### src/rtl/flseq_pkg.sv
package flseq_pkg;

   typedef enum logic [2:0] {
      PH_IDLE  = 3'd0,
      PH_START = 3'd1,
      PH_TRAN  = 3'd2,
      PH_PULSE = 3'd3,
      PH_ADDR  = 3'd4,
      PH_HOLD  = 3'd5,
      PH_END   = 3'd6
   } flseq_phase_e;

endpackage

### src/rtl/flseq_cfg_regs.sv
module flseq_cfg_regs #(
   parameter int DIV_W = 8,
   parameter int CNT_W = 8
) (
   input  logic             clk,
   input  logic             rst_n,
   input  logic             wr_en,
   input  logic [DIV_W-1:0] div_d,
   input  logic [CNT_W-1:0] start_d,
   input  logic [CNT_W-1:0] tran_d,
   input  logic [CNT_W-1:0] prog_d,
   input  logic [CNT_W-1:0] erase_d,
   input  logic [CNT_W-1:0] end_d,
   output logic [DIV_W-1:0] div_q,
   output logic [CNT_W-1:0] start_q,
   output logic [CNT_W-1:0] tran_q,
   output logic [CNT_W-1:0] prog_q,
   output logic [CNT_W-1:0] erase_q,
   output logic [CNT_W-1:0] end_q
);

   always_ff @(posedge clk or negedge rst_n) begin
      if (!rst_n) begin
         div_q   <= '0;
         start_q <= '0;
         tran_q  <= '0;
         prog_q  <= '0;
         erase_q <= '0;
         end_q   <= '0;
      end else if (wr_en) begin
         div_q   <= div_d;
         start_q <= start_d;
         tran_q  <= tran_d;
         prog_q  <= prog_d;
         erase_q <= erase_d;
         end_q   <= end_d;
      end
   end

endmodule

### src/rtl/flseq_prescaler.sv
module flseq_prescaler #(
   parameter int DIV_W = 8
) (
   input  logic             clk,
   input  logic             rst_n,
   input  logic             restart,
   input  logic             run,
   input  logic [DIV_W-1:0] div,
   output logic             tick
);

   logic [DIV_W-1:0] pre_q;

   always_ff @(posedge clk or negedge rst_n) begin
      if (!rst_n)
         pre_q <= '0;
      else if (restart)
         pre_q <= div;
      else if (run)
         pre_q <= (pre_q == '0) ? div : pre_q - 1'b1;
   end

   assign tick = run && (pre_q == '0);

endmodule

### src/rtl/flseq_phase_timer.sv
module flseq_phase_timer #(
   parameter int LEN_W = 8
) (
   input  logic             clk,
   input  logic             rst_n,
   input  logic             load,
   input  logic [LEN_W-1:0] len,
   input  logic             tick,
   output logic             done,
   output logic [LEN_W-1:0] remain
);

   logic [LEN_W-1:0] cnt_q;

   always_ff @(posedge clk or negedge rst_n) begin
      if (!rst_n)
         cnt_q <= '0;
      else if (load)
         cnt_q <= len;
      else if (tick && (cnt_q != '0))
         cnt_q <= cnt_q - 1'b1;
   end

   assign done   = tick && (cnt_q == '0);
   assign remain = cnt_q;

endmodule

### src/rtl/flash_pe_sequencer.sv
module flash_pe_sequencer
   import flseq_pkg::*;
#(
   parameter int DIV_W       = 8,
   parameter int CNT_W       = 8,
   parameter int ERASE_SCALE = 4,
   parameter int ADDR_GAP    = 2,
   parameter int PUMP_TAIL   = 1
) (
   input  logic             clk,
   input  logic             rst_n,
   input  logic             cfg_we,
   input  logic [DIV_W-1:0] cfg_div,
   input  logic [CNT_W-1:0] cfg_start,
   input  logic [CNT_W-1:0] cfg_tran,
   input  logic [CNT_W-1:0] cfg_prog,
   input  logic [CNT_W-1:0] cfg_erase,
   input  logic [CNT_W-1:0] cfg_end,
   input  logic             cmd_go,
   input  logic             cmd_erase,
   input  logic             word_more,
   output logic             busy,
   output logic             pump_en,
   output logic             row_sel,
   output logic             hv_pulse,
   output logic             word_adv
);

   localparam int SCALE_SH = (ERASE_SCALE > 1) ? $clog2(ERASE_SCALE) : 0;
   localparam int LEN_W    = CNT_W + SCALE_SH;
   localparam int GAP_MAX  = (ADDR_GAP > PUMP_TAIL) ? ADDR_GAP : PUMP_TAIL;
   localparam int GAP_W    = (GAP_MAX > 1) ? $clog2(GAP_MAX) : 1;
   localparam logic [GAP_W-1:0] GAP_FIRST = GAP_W'(ADDR_GAP - 1);
   localparam logic [GAP_W-1:0] TAIL_LEN  = GAP_W'(PUMP_TAIL - 1);

   // elaboration-time parameter checks
   generate
      if (DIV_W < 1 || CNT_W < 1) begin : g_bad_width
         $error("flash_pe_sequencer: DIV_W and CNT_W must be at least 1");
      end
      if (ERASE_SCALE < 1 || LEN_W > 30) begin : g_bad_scale
         $error("flash_pe_sequencer: ERASE_SCALE out of range");
      end
      if (ADDR_GAP < 1 || PUMP_TAIL < 1) begin : g_bad_gap
         $error("flash_pe_sequencer: ADDR_GAP and PUMP_TAIL must be at least 1");
      end
   endgenerate

   flseq_phase_e ph_q, ph_d;
   logic         op_q;

   logic [DIV_W-1:0] div_q;
   logic [CNT_W-1:0] start_q, tran_q, prog_q, erase_q, end_q;
   logic [LEN_W-1:0] erase_len;

   logic             main_ld, main_run, main_tick, main_done;
   logic [LEN_W-1:0] main_len, main_rem;
   logic             gap_ld, gap_run, gap_done;
   logic [GAP_W-1:0] gap_len, gap_rem;

   flseq_cfg_regs #(.DIV_W(DIV_W), .CNT_W(CNT_W)) u_cfg (
      .clk     (clk),
      .rst_n   (rst_n),
      .wr_en   (cfg_we && (ph_q == PH_IDLE)),
      .div_d   (cfg_div),
      .start_d (cfg_start),
      .tran_d  (cfg_tran),
      .prog_d  (cfg_prog),
      .erase_d (cfg_erase),
      .end_d   (cfg_end),
      .div_q   (div_q),
      .start_q (start_q),
      .tran_q  (tran_q),
      .prog_q  (prog_q),
      .erase_q (erase_q),
      .end_q   (end_q)
   );

   // erase length in ticks, minus one: (ER+1)*SCALE-1
   generate
      if (ERASE_SCALE == 1) begin : g_er_unit
         assign erase_len = erase_q;
      end else if ((ERASE_SCALE & (ERASE_SCALE - 1)) == 0) begin : g_er_shift
         assign erase_len = {erase_q, {SCALE_SH{1'b1}}};
      end else begin : g_er_mult
         assign erase_len = LEN_W'((int'(erase_q) + 1) * ERASE_SCALE - 1);
      end
   endgenerate

   assign main_run = (ph_q == PH_START) || (ph_q == PH_TRAN) ||
                     (ph_q == PH_PULSE) || (ph_q == PH_END);
   assign gap_run  = (ph_q == PH_ADDR) || (ph_q == PH_HOLD);

   flseq_prescaler #(.DIV_W(DIV_W)) u_pre (
      .clk     (clk),
      .rst_n   (rst_n),
      .restart (main_ld),
      .run     (main_run),
      .div     (div_q),
      .tick    (main_tick)
   );

   flseq_phase_timer #(.LEN_W(LEN_W)) u_main_tmr (
      .clk    (clk),
      .rst_n  (rst_n),
      .load   (main_ld),
      .len    (main_len),
      .tick   (main_tick),
      .done   (main_done),
      .remain (main_rem)
   );

   flseq_phase_timer #(.LEN_W(GAP_W)) u_gap_tmr (
      .clk    (clk),
      .rst_n  (rst_n),
      .load   (gap_ld),
      .len    (gap_len),
      .tick   (gap_run),
      .done   (gap_done),
      .remain (gap_rem)
   );

   always_comb begin
      ph_d     = ph_q;
      main_ld  = 1'b0;
      main_len = '0;
      gap_ld   = 1'b0;
      gap_len  = '0;
      unique case (ph_q)
         PH_IDLE: if (cmd_go) begin
            ph_d     = PH_START;
            main_ld  = 1'b1;
            main_len = LEN_W'(start_q);
         end
         PH_START: if (main_done) begin
            ph_d     = PH_TRAN;
            main_ld  = 1'b1;
            main_len = LEN_W'(tran_q);
         end
         PH_TRAN: if (main_done) begin
            ph_d     = PH_PULSE;
            main_ld  = 1'b1;
            main_len = op_q ? erase_len : LEN_W'(prog_q);
         end
         PH_PULSE: if (main_done) begin
            gap_ld = 1'b1;
            if (!op_q && word_more) begin
               ph_d    = PH_ADDR;
               gap_len = GAP_FIRST;
            end else begin
               ph_d    = PH_HOLD;
               gap_len = TAIL_LEN;
            end
         end
         PH_ADDR: if (gap_done) begin
            ph_d     = PH_PULSE;
            main_ld  = 1'b1;
            main_len = LEN_W'(prog_q);
         end
         PH_HOLD: if (gap_done) begin
            ph_d     = PH_END;
            main_ld  = 1'b1;
            main_len = LEN_W'(end_q);
         end
         PH_END: if (main_done) ph_d = PH_IDLE;
         default: ph_d = PH_IDLE;
      endcase
   end

   always_ff @(posedge clk or negedge rst_n) begin
      if (!rst_n) begin
         ph_q <= PH_IDLE;
         op_q <= 1'b0;
      end else begin
         ph_q <= ph_d;
         if ((ph_q == PH_IDLE) && cmd_go)
            op_q <= cmd_erase;
      end
   end

   assign busy     = (ph_q != PH_IDLE);
   assign pump_en  = busy && (ph_q != PH_END);
   assign row_sel  = pump_en && (ph_q != PH_START);
   assign hv_pulse = (ph_q == PH_PULSE);
   assign word_adv = (ph_q == PH_ADDR) && (gap_rem == GAP_FIRST);

endmodule

### config.mk
export PLATFORM = sky130hd
export DESIGN_NAME = flash_pe_sequencer
export DESIGN_NICKNAME = d
export VERILOG_FILES = /design/src/rtl/flseq_pkg.sv /design/src/rtl/flseq_cfg_regs.sv /design/src/rtl/flseq_prescaler.sv /design/src/rtl/flseq_phase_timer.sv /design/src/rtl/flash_pe_sequencer.sv
export SDC_FILE = /design/constraint.sdc
export NUM_CORES = 1
export LEC_CHECK = 0
export BUFFER_PORTS_ARGS = -buffer_cell sky130_fd_sc_hd__buf_2
export CORE_MARGIN = 4
export CORE_UTILIZATION = 25
export CTS_CLUSTER_DIAMETER = 200
export DETAILED_ROUTE_END_ITERATION = 10
export SYNTH_ARGS = -nofsm -noshare
export SYNTH_HDL_FRONTEND = slang
export SYNTH_HIERARCHICAL = 1
export SYNTH_SLANG_ARGS = --single-unit
### constraint.sdc
create_clock -name clk -period 5.8 [get_ports clk]
set_clock_uncertainty 0.2 [all_clocks]
set_input_delay 0.29 -clock clk [delete_from_list [all_inputs] [get_ports clk]]
set_output_delay 0.29 -clock clk [all_outputs]
set_load 0.03 [all_outputs]
==> out/qor.yml <==
status:
  status: "complete, but fails checks"
  violations: "hold timing"
synthesis:
  synth_xor_area_share_pct: 0
  syn-num-nets: 409
  seq_area_frac_synth_pct: 44.47
  synth_warnings: 6
  synth_edf_count: 0
  syn_area_per_cell_um2: 11.35
  ys_seq_elements: 71
  synthAdderAreaFrac_pct: 0.9396
  synth_top_family_by_area: "multiplexers"
  ys.flop_type: "dfrtp_1"
  async_flop_share_pct: 100.0
  yosysTopAreaCell: "dfrtp_1"
  synthesis.area_um2: 3995
  netlist_top_cells_area: "dfrtp_1 44%, mux2_2 8.7%, mux2_4 7.5%"
  netlist.area_leader.share_pct: 44.47
  synth-compound-area-share_pct: 12.84
  synthCells: 352
  synth-simple-area-share_pct: 16.60
  synth_cell_types: 59
  muxShareOfSynthArea_pct: 20.51
sta:
  hold_viol_final: 29
  setup_tns_ns: 0
  whs_ns: -0.03372
  finalMaxSlewViolations: 0
  min_period_over_period_pct: 71.34
  fin_crit_ns: 4.138
  rsz0062_at_grt: "no"
  fmax_mhz: 241.7
  tightest_slew_ns: 1.102
  setup_viol: 0
  relSlewSlack_pct: 26.36
floorplanning:
  die_y_um: 134.4
  initial_utilization_pct: 25.90
  die-area_um2: 18070
  io_pins: 59
  fp-row-count: 45
  core_um2: 15430
  die-width_um: 134.4
power_and_ir_drop:
  seqPwrFrac_pct: 38.1
  power.switching_uw: 856.2
  peakVddDrop_uv: 203.7
  p_per_area_nw_per_um2: 471.5
  switching_share_pct: 34.61
  internal_power_mw: 1.617
  p_clk_share_pct: 24.1
  combinationalPowerShare_pct: 37.8
  p_leak_nw: 2.240
route:
  vias: 3178
  drt_iter0_drc: 202
  wl_per_cell_um: 14.87
  ant_nets: 0
  wl_met1_um: 4498
  drc: 0
  wl_met2_um: 4810
  wl_met3_um: 430
  maxUsedRoutingLayer: "met4"
  via_per_inst: 4.786
  finalWirelength_um: 9875
  firstDrtPassIters: 4
clocking:
  clk_pin_slew_worst_paths_ns: 0.06
  cts_hold_buf: 46
  cts.sinks: 71
  cts_root_buf: "clkbuf_16"
  cts_setup_buffers: 0
  cts_made_buffers: 9
  cts_tree: "yes"
  clock_latency_ns: 0.33
  ctsResizeCount: 0
  clockBufferDepth: 2
  ctsHtreeMaxLevel: 3
grt:
  grt_max_degree: 72
  grt_usage_pct: 11.44
  antenna_found_initial: 0
  grt_pass1_wl_um: 16600
  grt_pass1_vias: 3218
  overflow: 0
placement:
  dp_hpwl_um: 6716
  place.gp.congestion: 0.8148
  dpl_cell_area_um2: 4464
  place.port_buffers: 58
layout:
  layout-drive-gt1-share_pct: 31.79
  layout_common_cells: "71 x dfrtp_1, 58 x buf_2, 46 x dlygate4sd3_1"
  mostFrequentLayoutCell: "dfrtp_1"
  nets: 506
  syn2layout_area_growth_pct: 31.32
  fillers: 1544
  n_antenna_cell: 0
  design_area_um2: 5246
job:
  cap_violations: 0
setup_path:
  path_class: "reg2reg"
  reg2reg_to: "u_main_tmr/remain[3]"
  arrival_ns: 4.14
  worstPathRequired_ns: 5.80
  r2r_cells: 13
  regToRegSetupSlack_ns: 1.66
  critical-path-top-delay-family: "compound AO/OA/AOI/OAI gates"
  rr_startpoint: "ph_q[1]"
  start_kind: "flop"
  crit_path_top_delay_cell: "dfrtp_1"
  critPathCaptureType: "flop"
  cpPeakStageDelay_ns: 0.74
  crit_fanout: 21
  crit_buf_inv: 4
  cp_cell_sequence: "nand2b_1 -> o21ai_0 -> buf_4 -> and3_2 -> inv_1 -> nor4_2 -> buf_4 -> nor2b_1 -> mux2i_1 -> o21ai_1 -> clkinv_1 -> a311oi_1 -> o21ai_0"
hold_path:
  hp-class: "in2async"
[state kept, by name (all words and copies together), names as in the netlist]
register	flops
u_cfg/erase_q	8
ph_q	3
u_cfg/div_q	8
u_gap_tmr/remain	1
u_pre/pre_q	8
u_main_tmr/remain	10
u_cfg/start_q	8
u_cfg/prog_q	8
u_cfg/tran_q	8
u_cfg/end_q	8
op_q	1
[layer usage]
layer  GRT usage, %  vias to the layer above
met1          15.10                     1569
li1               -                     1516
met5              0                        -
met2          18.41                       81
met4          4.129                        0
met3          2.588                       12
[cell families after synthesis]
family / Yosys count
flops: 71
buf+inv: 35
fa+ha+maj: 3
mux: 68
compound gates: 66
simple gates: 109
[per-stage QoR]
stage / power [mW] / hold WS, ns / util (%) / instances / setup slack (ns)
2_1_floorplan: 1.656 / -0.2056 / - / 352 / 1.961
3_3_place_gp: 1.828 / 0.2961 / 28.94 / 603 / 1.984
3_5_place_dp: 1.860 / 0.2972 / 28.94 / 603 / 1.722
4_1_cts: 2.488 / 0.0004277 / 34.01 / 664 / 1.707
5_1_grt: 2.638 / 0.007163 / 34.01 / 664 / 1.154
6_report: 2.474 / -0.03372 / 34.01 / 664 / 1.662
[layout make-up]
type                    instances  area, um^2  area share [%]
multi-input cells             246        2047           39.02
flip-flops and latches         71        1777           33.87
repair buffers                110       795.8           15.17
well taps                     211       264.0           5.032
clock buffers                  10       239.0           4.555
clock inverters                 5       82.58           1.574
inverters                      11       41.29          0.7870
[power by group through the flow]
stage / clock [mW] / sequential [mW] / combinational, mW
after floorplan: 0 / 0.866 / 0.790
after global placement: 0 / 0.939 / 0.889
after detailed placement: 0 / 0.948 / 0.912
after CTS: 0.608 / 0.943 / 0.937
after global routing: 0.626 / 0.983 / 1.03
final: 0.595 / 0.942 / 0.936
[Yosys cell counts (all sizes together), types with 5 or more instances]
master,instances
a221o,7
nor2,27
dfrtp,71
buf,11
o21ai,10
nor4,5
nand2b,6
nor3b,5
o22a,6
nor2b,7
a31oi,5
mux2i,17
o2bb2ai,6
nor3,7
clkbuf,13
or4,6
nand2,12
o211ai,6
mux2,51
inv,10
[worst max path at each step]
stage	endpoint	cells past startpoint	slack, ns	startpoint
2_1_floorplan	u_main_tmr/remain[3]	14	1.96	ph_q[0]
3_3_place_gp	u_main_tmr/remain[3]	13	1.98	ph_q[1]
3_5_place_dp	u_main_tmr/remain[3]	13	1.72	ph_q[1]
4_1_cts	u_main_tmr/remain[3]	13	1.71	ph_q[1]
5_1_grt	u_main_tmr/remain[3]	13	1.15	ph_q[1]
6_report	u_main_tmr/remain[3]	13	1.66	ph_q[1]
(Power assumes the default switching activity.)
